**src/rtl/vga565_pkg.sv**
```systemverilog
package vga565_pkg;

    typedef enum logic [1:0] {
        SEG_ACTIVE = 2'd0,
        SEG_FRONT  = 2'd1,
        SEG_SYNC   = 2'd2,
        SEG_BACK   = 2'd3
    } seg_e;

    typedef struct packed {
        logic [7:0] r;
        logic [7:0] g;
        logic [7:0] b;
    } rgb888_t;

    // widen 5/6-bit fields by repeating their upper bits underneath
    function automatic rgb888_t expand565(input logic [15:0] p);
        rgb888_t c;
        c.r = {p[15:11], p[15:13]};
        c.g = {p[10:5],  p[10:9]};
        c.b = {p[4:0],   p[4:2]};
        return c;
    endfunction

endpackage

```
**src/rtl/vga565_seg_fsm.sv**
```systemverilog
module vga565_seg_fsm
    import vga565_pkg::*;
#(
    parameter int ACT_LEN   = 640,
    parameter int FRONT_LEN = 16,
    parameter int SYNC_LEN  = 96,
    parameter int BACK_LEN  = 48
) (
    input  logic clk,
    input  logic rst_n,
    input  logic step,
    output logic in_active,
    output logic in_sync,
    output logic front_first,
    output logic origin,
    output logic wrap
);

    localparam int MAX_AF  = (ACT_LEN > FRONT_LEN) ? ACT_LEN : FRONT_LEN;
    localparam int MAX_SB  = (SYNC_LEN > BACK_LEN) ? SYNC_LEN : BACK_LEN;
    localparam int MAX_LEN = (MAX_AF > MAX_SB) ? MAX_AF : MAX_SB;
    localparam int CW      = (MAX_LEN < 2) ? 1 : $clog2(MAX_LEN);

    seg_e          state_q;
    seg_e          state_d;
    logic [CW-1:0] cnt_q;
    logic [CW-1:0] last_cnt;
    logic          seg_done;

    always_comb begin
        state_d  = SEG_ACTIVE;
        last_cnt = CW'(ACT_LEN - 1);
        unique case (state_q)
            SEG_ACTIVE: begin
                last_cnt = CW'(ACT_LEN - 1);
                state_d  = SEG_FRONT;
            end
            SEG_FRONT: begin
                last_cnt = CW'(FRONT_LEN - 1);
                state_d  = SEG_SYNC;
            end
            SEG_SYNC: begin
                last_cnt = CW'(SYNC_LEN - 1);
                state_d  = SEG_BACK;
            end
            SEG_BACK: begin
                last_cnt = CW'(BACK_LEN - 1);
                state_d  = SEG_ACTIVE;
            end
        endcase
    end

    assign seg_done = (cnt_q == last_cnt);

    // state register
    always_ff @(posedge clk) begin
        if (!rst_n) begin
            state_q <= SEG_ACTIVE;
            cnt_q   <= '0;
        end else if (step) begin
            if (seg_done) begin
                state_q <= state_d;
                cnt_q   <= '0;
            end else begin
                cnt_q <= cnt_q + 1'b1;
            end
        end
    end

    // outputs
    always_comb begin
        in_active   = (state_q == SEG_ACTIVE);
        in_sync     = (state_q == SEG_SYNC);
        front_first = (state_q == SEG_FRONT) && (cnt_q == '0);
        origin      = (state_q == SEG_ACTIVE) && (cnt_q == '0);
        wrap        = step && (state_q == SEG_BACK) && seg_done;
    end

    AST_SEG_CNT_BOUND: assert property (@(posedge clk) disable iff (!rst_n)
        cnt_q <= last_cnt);

    AST_SEG_WRAP_ACTIVE: assert property (@(posedge clk) disable iff (!rst_n)
        wrap |=> (state_q == SEG_ACTIVE) && (cnt_q == '0));

    AST_SEG_HOLD: assert property (@(posedge clk) disable iff (!rst_n)
        !step |=> $stable(cnt_q) && $stable(state_q));

endmodule

```
**src/rtl/vga565_pixel_unpack.sv**
```systemverilog
module vga565_pixel_unpack
    import vga565_pkg::*;
(
    input  logic        de,
    input  logic [15:0] pix,
    output logic [7:0]  red,
    output logic [7:0]  green,
    output logic [7:0]  blue
);

    rgb888_t wide;

    always_comb begin
        wide = expand565(pix);
        if (de) begin
            red   = wide.r;
            green = wide.g;
            blue  = wide.b;
        end else begin
            red   = '0;
            green = '0;
            blue  = '0;
        end
    end

endmodule

```
**src/rtl/vga565_timing.sv**
```systemverilog
module vga565_timing
    import vga565_pkg::*;
#(
    parameter int H_ACTIVE = 640,
    parameter int H_FRONT  = 16,
    parameter int H_SYNC   = 96,
    parameter int H_BACK   = 48,
    parameter int V_ACTIVE = 480,
    parameter int V_FRONT  = 10,
    parameter int V_SYNC   = 2,
    parameter int V_BACK   = 33
) (
    input  logic        clk,
    input  logic        rst_n,
    input  logic [15:0] pix_in,
    output logic        pix_rd,
    output logic        buf_sel,
    output logic        line_adv,
    output logic        frame_start,
    output logic        hsync_n,
    output logic        vsync_n,
    output logic        de,
    output logic [7:0]  red,
    output logic [7:0]  green,
    output logic [7:0]  blue
);

    logic h_act, h_sync, h_front0, h_origin, h_wrap;
    logic v_act, v_sync, v_front0, v_origin, v_wrap;
    logic unused_vert;

    vga565_seg_fsm #(
        .ACT_LEN  (H_ACTIVE),
        .FRONT_LEN(H_FRONT),
        .SYNC_LEN (H_SYNC),
        .BACK_LEN (H_BACK)
    ) u_hseg (
        .clk        (clk),
        .rst_n      (rst_n),
        .step       (1'b1),
        .in_active  (h_act),
        .in_sync    (h_sync),
        .front_first(h_front0),
        .origin     (h_origin),
        .wrap       (h_wrap)
    );

    vga565_seg_fsm #(
        .ACT_LEN  (V_ACTIVE),
        .FRONT_LEN(V_FRONT),
        .SYNC_LEN (V_SYNC),
        .BACK_LEN (V_BACK)
    ) u_vseg (
        .clk        (clk),
        .rst_n      (rst_n),
        .step       (h_wrap),
        .in_active  (v_act),
        .in_sync    (v_sync),
        .front_first(v_front0),
        .origin     (v_origin),
        .wrap       (v_wrap)
    );

    assign unused_vert = v_front0 ^ v_wrap;

    always_comb begin
        de          = h_act & v_act;
        pix_rd      = h_act & v_act;
        hsync_n     = ~h_sync;
        vsync_n     = ~v_sync;
        line_adv    = h_front0 & v_act;
        frame_start = h_origin & v_origin;
    end

    always_ff @(posedge clk) begin
        if (!rst_n) begin
            buf_sel <= 1'b0;
        end else if (line_adv) begin
            buf_sel <= ~buf_sel;
        end
    end

    vga565_pixel_unpack u_unpack (
        .de   (de),
        .pix  (pix_in),
        .red  (red),
        .green(green),
        .blue (blue)
    );

    AST_HSYNC_BLANK: assert property (@(posedge clk) disable iff (!rst_n)
        !hsync_n |-> !de);

    AST_LINE_ADV_AFTER_DE: assert property (@(posedge clk) disable iff (!rst_n)
        line_adv |-> ($past(de) && !de));

    AST_LINE_ADV_SINGLE: assert property (@(posedge clk) disable iff (!rst_n)
        line_adv |=> !line_adv);

    AST_BUF_SWAP: assert property (@(posedge clk) disable iff (!rst_n)
        line_adv |=> (buf_sel != $past(buf_sel)));

    AST_BUF_HOLD: assert property (@(posedge clk) disable iff (!rst_n)
        !line_adv |=> $stable(buf_sel));

    AST_BLANK_BLACK: assert property (@(posedge clk) disable iff (!rst_n)
        !de |-> (red == 8'd0 && green == 8'd0 && blue == 8'd0));

    AST_FRAME_START_VISIBLE: assert property (@(posedge clk) disable iff (!rst_n)
        frame_start |-> (de && hsync_n && vsync_n));

    AST_FRAME_START_SINGLE: assert property (@(posedge clk) disable iff (!rst_n)
        frame_start |=> !frame_start);

endmodule

```
**config.mk**
```make
export PLATFORM = sky130hd
export DESIGN_NAME = vga565_timing
export DESIGN_NICKNAME = d
export VERILOG_FILES = /design/src/rtl/vga565_pkg.sv /design/src/rtl/vga565_seg_fsm.sv /design/src/rtl/vga565_pixel_unpack.sv /design/src/rtl/vga565_timing.sv
export SDC_FILE = /design/constraint.sdc
export NUM_CORES = 1
export LEC_CHECK = 0
export BUFFER_PORTS_ARGS = -buffer_cell sky130_fd_sc_hd__buf_4
export CORE_ASPECT_RATIO = 0.8
export CORE_UTILIZATION = 45
export CTS_CLUSTER_SIZE = 14
export DETAILED_ROUTE_END_ITERATION = 10
export HOLD_SLACK_MARGIN = 0.03
export PLACE_DENSITY_LB_ADDON = 0.15
export SKIP_CTS_REPAIR_TIMING = 1
export SLEW_MARGIN = 20
export SYNTH_ARGS = -nofsm -noshare
export SYNTH_HDL_FRONTEND = slang
export SYNTH_SLANG_ARGS = --single-unit
```
**constraint.sdc**
```tcl
create_clock -name clk -period 2.22 [get_ports clk]
set_input_delay 0.333 -clock clk [delete_from_list [all_inputs] [get_ports clk]]
set_output_delay 0.333 -clock clk [all_outputs]
set_load 0.03 [all_outputs]
```
Yosys cells after proc, flatten, opt, wreduce, memory -nomap -nowiden
Cells that the tools add are included.
Storage, ports and cells
  register bits: 24
  bits in latches: 0
  RAM bits: 0
  ROM bits: 0
  input bits: 18
  output and inout bits: 31
  logic and storage cells: 40
  memories kept: 0
Cells by class
  $add $sub $neg: 2
  multiply operators: 0
  divide/modulo/power cells: 0
  magnitude comparators: 0
  equal/unequal tests: 8
  shifts and indexed selects: 0
  muxes and demuxes: 8
  bitwise logic cells: 7
  reductions and logical operators: 10
Operator list (number)
  $pmux 10 s4: 1
  $pmux 9 s4: 1
  $mux 8: 3
  $pmux 2 s4: 2
  $add 10x1->10 const B: 1
  $eq 10x10->1: 1
  $logic_not 10->1: 1
  $add 9x1->9 const B: 1
  $eq 9x9->1: 1
  $logic_not 9->1: 1
  $mux 9: 1
  $eq 2x2->1 const B: 4
  $eq 2x1->1 const B: 2
  $logic_and 1x1->1: 4
  $logic_not 2->1: 2
  $not 1->1: 4
  $and 1x1->1: 3
  $reduce_and 2->1: 1
  $reduce_or 2->1: 1

Depth between registers and ports, before layout
Gate-level depths: netlist of run 1.
  word-level depth: 5
  gate-level depth with buffers: 9
  mapped depth without buffers: 7

By module
From an unflattened synthesis of run 1, not the netlist that was laid out.
Unflattened totals
  cells, all modules: 195
  area, all modules: 1672.9 µm²
Modules (own cells, without submodules)
  vga565_seg_fsm (u_vseg): times used 1, cells an instance 80, area each 704.4 µm², seq. area each 220.2 µm²
  vga565_seg_fsm (u_hseg): times used 1, cells an instance 79, area each 699.4 µm², seq. area each 240.2 µm²
  vga565_pixel_unpack: times used 1, cells an instance 25, area each 186.4 µm², seq. area each 0.0 µm²
  vga565_timing: times used 1, cells an instance 11, area each 82.6 µm², seq. area each 20.0 µm²

Least setup slack after synthesis of run 1
OpenSTA, ideal clock, no wires.
  path type: register to output
  start point: register u_vseg.state_q[1]
  end point: output port frame_start
  data arrival time: 1.991 ns
  data required time: 1.887 ns
  slack: -0.104 ns
  stages on the path, launching flop included: 7
  path buffers: 1
  cells stage by stage: dfxtp_1 -> inv_1 -> ha_1 -> clkbuf_1 -> and2_1 -> nand3_1 -> nor3_1
Between the ends
  longest elaborated chain between the ends: 3
RTL lines
  start, declared: line vga565_seg_fsm.sv:24  | seg_e state_q;
  start signal, assigned: line vga565_seg_fsm.sv:62  | state_q <= state_d;
  $logic_not 2->1: line vga565_seg_fsm.sv:75  | origin = (state_q == SEG_ACTIVE) && (cnt_q == '0);
  $logic_and 1x1->1: line vga565_seg_fsm.sv:75
  $and 1x1->1: line vga565_timing.sv:72  | frame_start = h_origin & v_origin;
  end, declared: line vga565_timing.sv:19  | output logic frame_start,
Every way passes these cells.

Worst setup path in the final report of run 1
  start point: register u_hseg.state_q[0]
  end point: output port frame_start
Between the ends
  longest elaborated chain between the ends: 3
RTL lines (line)
  start, declared: vga565_seg_fsm.sv:24
  start signal, assigned: vga565_seg_fsm.sv:62
  $logic_not 2->1: vga565_seg_fsm.sv:75
  $logic_and 1x1->1: vga565_seg_fsm.sv:75
  $and 1x1->1: vga565_timing.sv:72
Every way passes these cells.

==> impl_metrics.yaml, run 1 <==
global_route:
  grt_pass1_wl_mm: 6.168
  grt_pass1_vias: 1374
  grt.overflow.total: 0
  grt_usage: 0.2130
  antenna_found_initial: 0
  grt_max_degree: 22
clock_network:
  clk_latency_ps: 270
  cts_root_buffer: "clkbuf_8"
  cts-htree-levels: 1
  cts_buffer_depth: 2
  cts.clk_slew.worst_paths_ps: 90
  cts_sinks: 24
  numCtsBuffers: 3
  cts_tree: "built"
layout:
  layout.nets: 278
  n_antenna_cell: 0
  mostFrequentLayoutCell: "buf_4"
  layout-drive-gt1-share: 0.2846
  multiInputGateArea_sq_um: 977.2
  fillers: 324
  area_growth_pct: 26.94
  final_cell_mix: "56 x buf_4, 24 x dfxtp_1, 22 x nor2_1, 22 x and3_1, 17 x nand3_1"
  ff_latch_area_sq_um: 480.5
synth:
  synth_seq_cells: 24
  yosys-top-cells-area: "dfxtp_1 30%, ha_1 10%, and3_1 8.5%"
  synth_xor_area_frac: 0.07609
  synth_compound_area_frac: 0.09627
  yosys.area_share.simple: 0.3168
  syn_nets: 236
  synth-edff-count: 0
  synth.distinct_cells: 37
  synthMuxAreaShare: 0.006211
  synth_top_family_by_area: "simple AND/OR/NAND/NOR gates"
  syn_avg_cell_area_sq_um: 7.861
  synth_area_sq_um: 1612
  synth_cells: 205
  yosysWarnings: 0
  synth.top_cell.area_share: 0.2981
  ys.flop_type: "dfxtp_1"
  yosys.area_share.adder: 0.1009
  yosys.area.top_type: "dfxtp_1"
  seq_area_frac_synth: 0.2981
  async_flop_share: 0
timing:
  tightestPinTransition_ps: 443.6
  drv_slew: 0
  relSlewSlack: 0.7040
  finClkSkew_ps: 5.733
  timing.final.crit_share: 0.9250
  fin_crit_ps: 2054
  timing.hold.ws_ps: 364.8
  setup_tns_ps: 0
  max_freq_mhz: 487.0
  setup_violations: 0
  finalHoldViolCount: 0
critical_path:
  r2r_setup_slack_ps: 180
  slowest_stage: "dfxtp_1"
  reg2reg_from: "u_hseg.state_q[0]"
  crit_buf_inv: 3
  crit_path_max_incr_delay_ps: 370
  cp-start-kind: "register"
  crit_fanout: 18
  crit_chain: "inv_1, ha_1, buf_6, and2_1, nand3_1, nor3_2, buf_4"
  cp-end-kind: "output pin"
  worstPathArrival_ps: 1720
  path_delay_family: "buffers and inverters"
  ff2ff_path_depth: 7
  r2r_end: "u_vseg.cnt_q[7]"
  critPathKind: "reg2out"
  cp.required_ps: 1890
worst_hold_path:
  hold_start: "rst_n"
  min_path_type: "in2reg"
  hold_end: "u_vseg.cnt_q[8]"
  hold-path-cell-count: 3
power_and_ir_drop:
  p_leak_nw: 0.9206
  ir_drop_mv: 0.2891
  pwr_density_cell_nw_per_um2: 453.1
job:
  max-cap-violations: 0
drt:
  drtIter0Drc: 80
  drt_wl_total_mm: 3.747
  drc_errors: 0
  ant_nets: 0
  routedWlPerCell_um: 13.01
  drt_pass1_iterations: 4
  dr_total_vias: 1524
  viasPerCell: 5.292
outcome:
  status: "finished clean"
floorplan:
  initial_core_util: 0.4708
  io_pins: 49
  die_x_um: 68.91
  dieArea_sq_um: 3826
  rows: 19
  die_y_um: 55.53
  core_sq_um: 3423
place:
  gp_congestion: 0.8069
  place.port_buffers: 48
  dp_hpwl_mm: 2.934
-- layout make-up --
| type | instances | share of cell area |
|---|---|---|
| Tap cell | 42 | 0.02569 |
| Timing Repair Buffer | 57 | 0.2110 |
| Clock buffer | 4 | 0.02691 |
| Sequential cell | 24 | 0.2349 |
| Inverter | 13 | 0.02385 |
| Multi-Input combinational cell | 148 | 0.4777 |
-- Yosys cell counts, drive strengths merged, types with 2 or more instances --
library cell   n
o21ai          2
dfxtp         24
a31oi          3
a21oi          7
buf           14
nor3           4
nand2         15
inv           13
xnor2          7
clkbuf         6
nor2          24
o22ai          3
and2           2
ha            13
nand3         17
and3          22
or4            3
xor2           7
or3            5
nor4b          2
-- how the worst max path moves through the flow --
stage                      start         endpoint  slack, ps  depth (start not counted)
5_1_grt        u_hseg.state_q[0]  u_vseg.cnt_q[5]         -6                          7
2_1_floorplan  u_vseg.state_q[1]      frame_start        130                          6
3_5_place_dp   u_hseg.state_q[0]  u_hseg.cnt_q[6]        170                          7
6_report       u_hseg.state_q[0]      frame_start        170                          7
3_3_place_gp   u_hseg.state_q[0]  u_hseg.cnt_q[8]        190                          7
4_1_cts          u_hseg.cnt_q[0]         line_adv        120                          6
-- report_power, final --
part	total (mW)	internal [mW]	switching [mW]
logic	0.179	0.0783	0.101
registers	0.448	0.438	0.0101
clock network	0.299	0.158	0.141
total	0.927	0.675	0.252
-- registers in the layout (all words and copies together), names as in the netlist --
name and flops:
u_hseg.state_q 2, u_vseg.state_q 2, buf_sel 1, u_hseg.cnt_q 10, u_vseg.cnt_q 9
-- kinds of logic (layout without fill, tap and decap cells) --
family,count (synthesis),count (layout)
simple gates,99,99
flops,24,24
mux,1,1
xor+xnor,14,14
buf+inv,33,74
fa+ha+maj,13,13
compound gates,21,21
-- per-layer routing --
| metal | track usage | wire, um | up-vias | share of wire |
|---|---|---|---|---|
| li1 | - | - | 780 | - |
| met1 | 0.2986 | 1810 | 675 | 0.48 |
| met2 | 0.3301 | 1669 | 65 | 0.45 |
| met3 | 0.04752 | 237 | 4 | 0.063 |
| met4 | 0.04373 | 29 | 0 | 0.0077 |
| met5 | 0 | 0 | - | 0 |
-- metrics by stage --
step	total power [mW]	area [sq um]	std cells	utilization	setup WS [ps]
CTS	0.9362	2031	288	0.5932	115.3
floorplan	0.5690	1617	205	-	127.0
global placement	0.6378	1976	284	0.5771	193.2
detailed placement	0.6374	1976	284	0.5771	167.9
finish	0.9268	2046	288	0.5976	166.5
global route	0.9672	2046	288	0.5976	-6.159
-- worst register-to-register path, stage by stage (launching register included) --
cell,delay (ps)
dfxtp_1,430
inv_1,90
ha_1,340
xor2_1,160
o211a_1,180
nand2_1,110
or4_1,470
a31oi_1,180
(Power assumes the default switching activity.)
==> inputs of run 2 (changes only) <==
--- a/config.mk
+++ b/config.mk
@@ -7,11 +7,12 @@
 export LEC_CHECK = 0
 export BUFFER_PORTS_ARGS = -buffer_cell sky130_fd_sc_hd__buf_4
 export CORE_ASPECT_RATIO = 0.8
-export CORE_UTILIZATION = 45
+export CORE_UTILIZATION = 51
 export CTS_CLUSTER_SIZE = 14
 export DETAILED_ROUTE_END_ITERATION = 10
 export HOLD_SLACK_MARGIN = 0.03
 export PLACE_DENSITY_LB_ADDON = 0.15
+export SETUP_SLACK_MARGIN = 0.4
 export SKIP_CTS_REPAIR_TIMING = 1
 export SLEW_MARGIN = 20
 export SYNTH_ARGS = -nofsm -noshare
==> impl_metrics.yaml, run 2 (same netlist as run 1, synthesis figures left out) <==
timing:
  setup_violations: 0
  drv_slew: 0
  tightestPinTransition_ps: 484.9
  relSlewSlack: 0.6764
  rsz0062_at_grt: "true"
  finalHoldViolCount: 0
  finClkSkew_ps: 2.191
  max_freq_mhz: 486.5
  fin_crit_ps: 2055
  timing.final.crit_share: 0.9259
  setup_tns_ps: 0
critical_path:
  crit_path_max_incr_delay_ps: 510
  crit_buf_inv: 1
  path_delay_family: "simple AND/OR/NAND/NOR gates"
  cp-start-kind: "register"
  crit_fanout: 7
  slowest_stage: "or4_1"
  critPathKind: "reg2reg"
  worstPathArrival_ps: 2240
  cp-end-kind: "register"
  cp.required_ps: 2410
  crit_chain: "inv_4, ha_4, xor2_1, o211a_1, nand2_2, or4_1, a31oi_1"
power_and_ir_drop:
  power_frac_seq: 0.458
  ir_drop_mv: 0.4443
  p_sw_uw: 280.3
  pwr_density_cell_nw_per_um2: 396.6
  swShare: 0.2858
  p_leak_nw: 1.044
  clkPwrFrac: 0.308
  p_int_uw: 700.6
  p_comb_frac: 0.234
clock_network:
  cts_buffer_depth: 2
  numCtsBuffers: 3
  cts-htree-levels: 1
  cts.clk_slew.worst_paths_ps: 80
  clk_latency_ps: 270
  cts_tree: "built"
  cts_root_buffer: "clkbuf_8"
  cts_sinks: 24
drt:
  viasPerCell: 6.235
  routedWlPerCell_um: 20.43
  drt_wl_total_mm: 5.987
  drc_errors: 0
  drtIter0Drc: 110
  drt_pass1_iterations: 5
  ant_nets: 0
  dr_total_vias: 1827
floorplan:
  rows: 17
  die_x_um: 64.85
  die_y_um: 52.28
  io_pins: 49
  dieArea_sq_um: 3390
  core_sq_um: 2872
  initial_core_util: 0.5612
layout:
  largest_reg_flops: 10
  layout.cells.non_filler: 293
  mostFrequentLayoutCell: "buf_4"
  final_core_util: 0.8614
  top_regs: "u_hseg.cnt_q x10, u_vseg.cnt_q x9"
  fillers: 126
  final_cell_mix: "38 x buf_4, 24 x buf_6, 20 x nor2_1, 16 x dfxtp_1, 14 x nand3_1"
  area_growth_pct: 53.49
  layout.nets: 287
  layout-drive-gt1-share: 0.4902
  multiInputGateArea_sq_um: 1186
  stdcell_area_sq_um: 2474
  regMostFlops: "u_hseg.cnt_q"
  n_antenna_cell: 0
  ff_latch_area_sq_um: 503.0
place:
  placed_area_sq_um: 1958
  dp_hpwl_mm: 3.182
  place.port_buffers: 48
  gp_congestion: 0.9143
  dpl.cell_count: 276
outcome:
  status: "finished clean"
global_route:
  grt_pass1_wl_mm: 6.561
  grt_pass1_vias: 1391
  antenna_found_initial: 0
  grt_usage: 0.2559
  grt_max_degree: 19
  grt.overflow.total: 0
job:
  max-cap-violations: 0
worst_hold_path:
  min_path_type: "in2reg"
run 2: worst paths after layout:
path / from / to / slack, ps / depth (start not counted)
min: rst_n / u_vseg.cnt_q[4] / 380 / 3
min reg2reg: u_hseg.cnt_q[0] / u_hseg.cnt_q[0] / 480 / 1
max: u_hseg.state_q[0] / u_vseg.cnt_q[7] / 160 / 7
max reg2reg: u_hseg.state_q[0] / u_vseg.cnt_q[7] / 160 / 7
run 2: area by class of cell:
cell class                      count  area share
Multi-Input combinational cell    148      0.4795
Timing Repair Buffer               66      0.2529
Sequential cell                    24      0.2033
Inverter                           13     0.02276
Clock buffer                        4     0.02226
Tap cell                           38     0.01922
run 2: through the flow:
step / worst slack (ps) / total power [mW] / hold WS [ps]
2_1_floorplan: 383.7 / 0.5747 / 441.7
3_3_place_gp: 282.7 / 0.6378 / 454.7
3_5_place_dp: 151.5 / 0.6400 / 469.6
4_1_cts: 94.93 / 0.9348 / 371.5
5_1_grt: 66.44 / 1.014 / 385.3
6_report: 164.5 / 0.9809 / 375.4
run 2: power by group through the flow:
| stage | clock [mW] | sequential (mW) | combinational (mW) |
|---|---|---|---|
| floorplan | 0 | 0.455 | 0.120 |
| global placement | 0 | 0.459 | 0.178 |
| detailed placement | 0 | 0.460 | 0.180 |
| CTS | 0.304 | 0.450 | 0.180 |
| global route | 0.326 | 0.451 | 0.237 |
| finish | 0.303 | 0.449 | 0.229 |
run 2: worst reg2reg max path: stages (launching register included):
cell,delay [ps]
dfxtp_4,400
inv_4,60
ha_4,260
xor2_1,160
o211a_1,230
nand2_2,130
or4_1,510
a31oi_1,230
run 2: layer usage:
metal,part of all wire,global-route usage,wire length [um]
met5,0,0,0
met4,0.045,0.06667,271
met3,0.10,0.03913,616
met2,0.48,0.4670,2895
met1,0.37,0.3142,2204
